[config.mk]
export PLATFORM = sky130hd
export DESIGN_NAME = serial_dac_frontend
export DESIGN_NICKNAME = d
export VERILOG_FILES = /design/src/rtl/dac_fe_pkg.sv /design/src/rtl/dac_fe_sync.sv /design/src/rtl/dac_fe_ctrl.sv /design/src/rtl/dac_fe_datapath.sv /design/src/rtl/serial_dac_frontend.sv
export SDC_FILE = /design/constraint.sdc
export NUM_CORES = 1
export LEC_CHECK = 0
export BUFFER_PORTS_ARGS = -buffer_cell sky130_fd_sc_hd__clkbuf_2
export CORE_ASPECT_RATIO = 1.4
export CORE_UTILIZATION = 30
export CTS_BUF_LIST = sky130_fd_sc_hd__clkbuf_2 sky130_fd_sc_hd__clkbuf_4 sky130_fd_sc_hd__clkbuf_8
export CTS_CLUSTER_SIZE = 25
export DETAILED_ROUTE_END_ITERATION = 16
export SYNTH_ARGS = -nofsm -noshare
export SYNTH_HDL_FRONTEND = slang
export SYNTH_SLANG_ARGS = --single-unit
export TNS_END_PERCENT = 50
[constraint.sdc]
create_clock -name clk -period 2.2 [get_ports clk]
set_input_delay 0.44 -clock clk [delete_from_list [all_inputs] [get_ports clk]]
set_output_delay 0.44 -clock clk [all_outputs]
set_load 0.02 [all_outputs]
[src/rtl/dac_fe_pkg.sv]
package dac_fe_pkg;
  // Strobes from the control module to the datapath
  typedef struct packed {
    logic shiftEn;  // take one serial bit
    logic loadEn;   // copy shift register to the output word
  } feStrobe_t;
endpackage

[src/rtl/dac_fe_sync.sv]
module dac_fe_sync #(
  parameter int WIDTH = 3,
  parameter int STAGES = 2,
  parameter logic [WIDTH-1:0] RESET_VAL = '0
) (
  input  logic             clk,
  input  logic             rstN,
  input  logic [WIDTH-1:0] din,
  output logic [WIDTH-1:0] dout
);
  logic [WIDTH-1:0] pipe [STAGES];

  generate
    for (genvar s = 0; s < STAGES; s++) begin : g_stage
      if (s == 0) begin : g_first
        always_ff @(posedge clk or negedge rstN)
          if (!rstN) pipe[s] <= RESET_VAL;
          else       pipe[s] <= din;
      end else begin : g_rest
        always_ff @(posedge clk or negedge rstN)
          if (!rstN) pipe[s] <= RESET_VAL;
          else       pipe[s] <= pipe[s-1];
      end
    end
  endgenerate

  assign dout = pipe[STAGES-1];
endmodule

[src/rtl/dac_fe_ctrl.sv]
module dac_fe_ctrl
  import dac_fe_pkg::*;
(
  input  logic      clk,
  input  logic      rstN,
  input  logic      csS,
  input  logic      sclkS,
  output feStrobe_t stb
);
  logic csPrev;
  logic sclkPrev;
  logic sclkRise;
  logic csRise;

  always_ff @(posedge clk or negedge rstN)
    if (!rstN) begin
      csPrev   <= 1'b1;
      sclkPrev <= 1'b0;
    end else begin
      csPrev   <= csS;
      sclkPrev <= sclkS;
    end

  assign sclkRise = sclkS & ~sclkPrev;
  assign csRise   = csS & ~csPrev;

  // A clock rise seen with select already high (including the release sample) is dropped
  always_comb begin
    stb.shiftEn = sclkRise & ~csS;
    stb.loadEn  = csRise;
  end


  load_single_chk: assert property (@(posedge clk) disable iff (!rstN)
    stb.loadEn |=> !stb.loadEn);


  shift_gated_chk: assert property (@(posedge clk) disable iff (!rstN)
    (csPrev && csS) |-> !stb.shiftEn);
endmodule

[src/rtl/dac_fe_datapath.sv]
module dac_fe_datapath
  import dac_fe_pkg::*;
#(
  parameter int DATA_BITS = 16
) (
  input  logic                 clk,
  input  logic                 rstN,
  input  feStrobe_t            stb,
  input  logic                 sdiS,
  output logic [DATA_BITS-1:0] dacWord,
  output logic                 updateStb
);
  logic [DATA_BITS-1:0] shiftReg;

  always_ff @(posedge clk or negedge rstN)
    if (!rstN) shiftReg <= '0;
    else if (stb.shiftEn) shiftReg <= {shiftReg[DATA_BITS-2:0], sdiS};

  always_ff @(posedge clk or negedge rstN)
    if (!rstN) begin
      dacWord   <= '0;
      updateStb <= 1'b0;
    end else begin
      updateStb <= stb.loadEn;
      if (stb.loadEn) dacWord <= shiftReg;
    end


  dac_hold_chk: assert property (@(posedge clk) disable iff (!rstN)
    !stb.loadEn |=> $stable(dacWord));


  dac_load_chk: assert property (@(posedge clk) disable iff (!rstN)
    stb.loadEn |=> (updateStb && dacWord == $past(shiftReg)));


  shift_hold_chk: assert property (@(posedge clk) disable iff (!rstN)
    !stb.shiftEn |=> $stable(shiftReg));


  strobe_pulse_chk: assert property (@(posedge clk) disable iff (!rstN)
    updateStb |=> !updateStb);
endmodule

[src/rtl/serial_dac_frontend.sv]
module serial_dac_frontend
  import dac_fe_pkg::*;
#(
  parameter int DATA_BITS   = 16,
  parameter int SYNC_STAGES = 2
) (
  input  logic                 clk,
  input  logic                 rstN,
  input  logic                 csN,
  input  logic                 sclk,
  input  logic                 sdi,
  output logic [DATA_BITS-1:0] dacWord,
  output logic                 updateStb
);
  localparam int SYNC_WIDTH = 3;
  localparam logic [SYNC_WIDTH-1:0] SYNC_IDLE = 3'b100;  // select idles high

  logic [SYNC_WIDTH-1:0] syncOut;
  feStrobe_t             stb;

  dac_fe_sync #(
    .WIDTH(SYNC_WIDTH), .STAGES(SYNC_STAGES), .RESET_VAL(SYNC_IDLE)
  ) u_sync (
    .clk(clk), .rstN(rstN), .din({csN, sclk, sdi}), .dout(syncOut)
  );

  dac_fe_ctrl u_ctrl (
    .clk(clk), .rstN(rstN), .csS(syncOut[2]), .sclkS(syncOut[1]), .stb(stb)
  );

  dac_fe_datapath #(.DATA_BITS(DATA_BITS)) u_datapath (
    .clk(clk), .rstN(rstN), .stb(stb), .sdiS(syncOut[0]),
    .dacWord(dacWord), .updateStb(updateStb)
  );
endmodule

# ---- Word level (Yosys, flattened, before mapping)
# Index checks and enable logic that the tools add are counted.
dict set report classes {
  bitwise 6
}
# operator n
set ops {}
lappend ops {{bitwise AND 1 bit} 3}
lappend ops {{NOT 1 bit} 3}
dict set report totals {
  elab_cells 13
  output_inout_bits 17
  input_bits 5
  reg_bits 41
}

# ---- Longest topological paths before layout
dict set report logic_depth {
  word_depth 3
  ltp_mapped 4
  mapped_depth_nobuf 2
}

# ---- By module
# A second synthesis with hierarchy kept.
dict set report unflattened {
  cells_unflattened 83
  area_unflattened_um2 1579.0
}
# mod n_inst area_each_um2 seq_area_each_um2 cells_each
set by_module_without_submodules {}
lappend by_module_without_submodules {dac_fe_datapath 1 1323.8 825.8 69}
lappend by_module_without_submodules {dac_fe_sync 1 175.2 152.6 9}
lappend by_module_without_submodules {dac_fe_ctrl 1 80.1 51.3 5}

# ---- Worst setup path before layout
# Ideal clock, no wire load.
dict set report synth_timing {
  kind {flip-flop to flip-flop}
  from {register u_sync.pipe (netlist bit u_sync.dout[2])}
  to {register u_datapath.dacWord[10]}
  arrival_ns 1.243
  slack_ns 0.832
  n_path_buf 2
  setup_ns 0.125
  stages_incl_launch_ff 5
  path_cell_list {dfstp_2 -> and2b_1 -> buf_6 -> buf_6 -> mux2_2}
}
# item line_no
set synth_rtl {}
lappend synth_rtl {{from (decl)} dac_fe_sync.sv:11} ;# logic [WIDTH-1:0] pipe [STAGES];
lappend synth_rtl {{from (signal, indexed assignment)} dac_fe_sync.sv:22} ;# else pipe[s] <= pipe[s-1];
lappend synth_rtl {{to (signal assigned)} dac_fe_datapath.sv:25} ;# if (stb.loadEn) dacWord <= shiftReg;
lappend synth_rtl {{to (decl)} dac_fe_datapath.sv:10} ;# output logic [DATA_BITS-1:0] dacWord,

# ---- Worst setup path after layout
dict set report layout_timing {
  from {register u_sync.pipe (netlist bit u_sync.dout[2])}
  to {register u_datapath.dacWord[8]}
}
dict set report layout_via {
  elab_chain_len 1
}
# item line_no
set layout_lines {}
lappend layout_lines {{bitwise AND 1 bit} dac_fe_ctrl.sv:25} ;# assign csRise = csS & ~csPrev;
# Every way passes these cells.
# A chain may end at the register's enable or synchronous reset.

==> results.yml <==
outcome:
  status: "completed"
clocking:
  htreeDepth: 2
  cts_buffers: 5
  clock_sinks: 41
  postCtsSetupBuffers: 0
  clk_latency_ns: 0.29
  cts_tree: "built"
  ctsResizeCount: 0
  path_clk_slew_ns: 0.07
  cts_hold_buffers: 0
  cts-root-buf: "clkbuf_8"
  clock_path_buffers: 2
detailed_routing:
  drt-vias-per-instance: 4.19
  drt_pass1_iterations: 2
  drc: 0
  postRouteWirelength_mm: 2.27
  dr.first_iter.drc_count: 14
  vias: 704
  ant_nets: 0
  wl_per_cell_um: 13.5
power_and_ir_drop:
  leakagePower_nw: 0.862
  seqPwrFrac_pct: 48.9
  p_int_mw: 1.52
  irDropWorstVdd_mv: 0.388
  p_switching_mw: 0.521
  p_comb_share_pct: 16.8
  cellPowerDensity_mw_per_mm2: 1170
  power.clock.fraction_pct: 34.3
  switching_share_pct: 25.5
worst_setup_path:
  r2r_start: "u_sync.dout[2]"
  critPathKind: "reg -> reg"
  startpoint_type: "register"
  r2r_end: "u_datapath.dacWord[8]"
  critPathMaxFanout: 17
  worstPathRequired_ns: 2.37
  worstPathArrival_ns: 1.60
  r2r_cells: 3
  endpoint_kind: "register"
  reg2reg_slack_ns: 0.77
place:
  io_buffer_count: 21
  dpl.hpwl_mm: 1.56
  place_inst: 160
  placement.cell_area_mm2: 0.00161
  finalWeightedCongestion: 0.684
logic_synthesis:
  yosys-top-cells-count: "dfrtp_1, mux2_2, dfstp_2"
  synth.most_common_cell: "dfrtp_1"
  ys_seq_area_share_pct: 70.8
  synth.avg_cell_area_um2: 18.6
  async_reset_ff_share_pct: 100
  syn-num-nets: 83
  synthesis.area_mm2: 0.00145
  synth-edff-count: 0
  synth_area_leaders: "dfrtp_1, mux2_2, dfstp_2"
  synth-seq-cells: 41
  synthCells: 78
  synth_top_cell_by_area: "dfrtp_1"
  synth.yosys.warnings: 0
  synth_top_area_share_pct: 65.4
  synthDistinctLibCells: 7
  synth_ff_type: "dfrtp_1"
layout:
  final_nets: 110
  multi_input_area_um2: 387
  final_cells: 168
  design_area_mm2: 0.00175
  seqCellArea_mm2: 0.00103
  final_util_pct: 37.9
  fillers: 436
  area_growth_pct: 20.2
  antennaDiodeCount: 0
  drive_gt1_share_pct: 63.2
floorplan:
  initial_core_util_pct: 31.6
  die_x_um: 60.8
  core.rowCount: 29
  die_y_um: 84.4
  die-area_mm2: 0.00513
  core_mm2: 0.00461
  io_pins: 22
global_routing:
  grt_overflow_total: 0
  grt_pass1_wl_mm: 3.82
  track_usage_pct: 10.8
  grt_pass1_vias: 771
  grt_start_max_net_pins: 42
  antenna_found_initial: 0
sta:
  min_period_ns: 1.43
  hold_ws_ns: 0.232
  skew_ns: 0.0106
  slew_headroom_pct: 35.1
  hold_viol_final: 0
  grt_setup_unrepaired: "no"
  setup-violations-final: 0
  setup_tns_ns: 0
  fin_crit_sh_pct: 64.9
  final_max_slew_viol_count: 0
  tightest_slew_ns: 0.973
  fmax_ghz: 0.700
min_path:
  holdPathEnd: "u_sync.pipe[5]"
  min_from: "csN"
  hold_depth: 1
  hold_class: "in -> reg"
flow_run:
  drv_cap: 0
[cell families (layout without fill, tap and decap cells)]
family                 Yosys count  count (layout)  synth area share, %
muxes                           32              32                 24.8
buffers and inverters            3              31                 2.58
DFF                             41              41                 70.8
and+or+nand+nor                  2               2                 1.81
[placed cells by master (no fill, tap or decap)]
cell	netlist	routed
dfrtp_1	38	38
nor3b_4	1	1
mux2_2	32	32
clkbuf_8	0	5
buf_4	0	2
bufinv_16	0	2
clkinv_2	0	1
dfstp_2	3	3
and2b_1	1	1
clkbuf_2	0	21
[critical path, stage by stage, from the launching register on]
cell	delay [ns]
dfstp_2	0.57
and2b_1	0.13
buf_4	0.24
mux2_2	0.36
[power by group through the flow]
stage / Clock (mW) / Sequential [mW] / Combinational, mW
floorplan: 0 / 1.07 / 0.148
global placement: 0 / 1.01 / 0.336
detailed placement: 0 / 1.02 / 0.349
CTS: 0.715 / 1.00 / 0.352
global route: 0.748 / 1.02 / 0.369
finish: 0.700 / 0.997 / 0.342
[layout make-up]
cell class,count,area share [%]
timing repair buffer,23,6.87
multi-input combinational,34,22.1
clock inverter,3,3.72
sequential,41,58.9
clock buffer,5,3.94
tap,62,4.44
[stage by stage]
| step | power (mW) | setup slack (ns) |
|---|---|---|
| 3_5_place_dp | 1.37 | 0.777 |
| 5_1_grt | 2.14 | 0.732 |
| 6_report | 2.04 | 0.772 |
| 3_3_place_gp | 1.34 | 0.809 |
| 2_1_floorplan | 1.22 | 0.832 |
| 4_1_cts | 2.07 | 0.753 |
[state kept, by name, summed over array words and instances, names as in the netlist]
register / count
u_ctrl.sclkPrev: 1
u_datapath.dacWord: 16
u_datapath.shiftReg: 16
u_datapath.updateStb: 1
u_sync.pipe: 3
u_sync.dout: 3
u_ctrl.csPrev: 1
[layer usage]
layer | track usage (%) | share of wire, %
met5 | 0 | 0
met4 | 7.44 | 3.2
met3 | 5.39 | 4.2
met2 | 16.1 | 53
met1 | 11.7 | 39
[worst max path at each step]
| stage | start | end | slack (ns) | depth (start not counted) |
|---|---|---|---|---|
| detailed placement | u_sync.dout[2] | u_datapath.dacWord[8] | 0.78 | 3 |
| global placement | u_sync.dout[2] | u_datapath.dacWord[8] | 0.81 | 3 |
| finish | u_sync.dout[2] | u_datapath.dacWord[8] | 0.77 | 3 |
| global route | u_sync.dout[2] | u_datapath.dacWord[8] | 0.73 | 3 |
| CTS | u_sync.dout[2] | u_datapath.dacWord[8] | 0.75 | 3 |
| floorplan | u_sync.dout[2] | u_datapath.dacWord[10] | 0.83 | 4 |
Power figures use the tool's default switching activity.
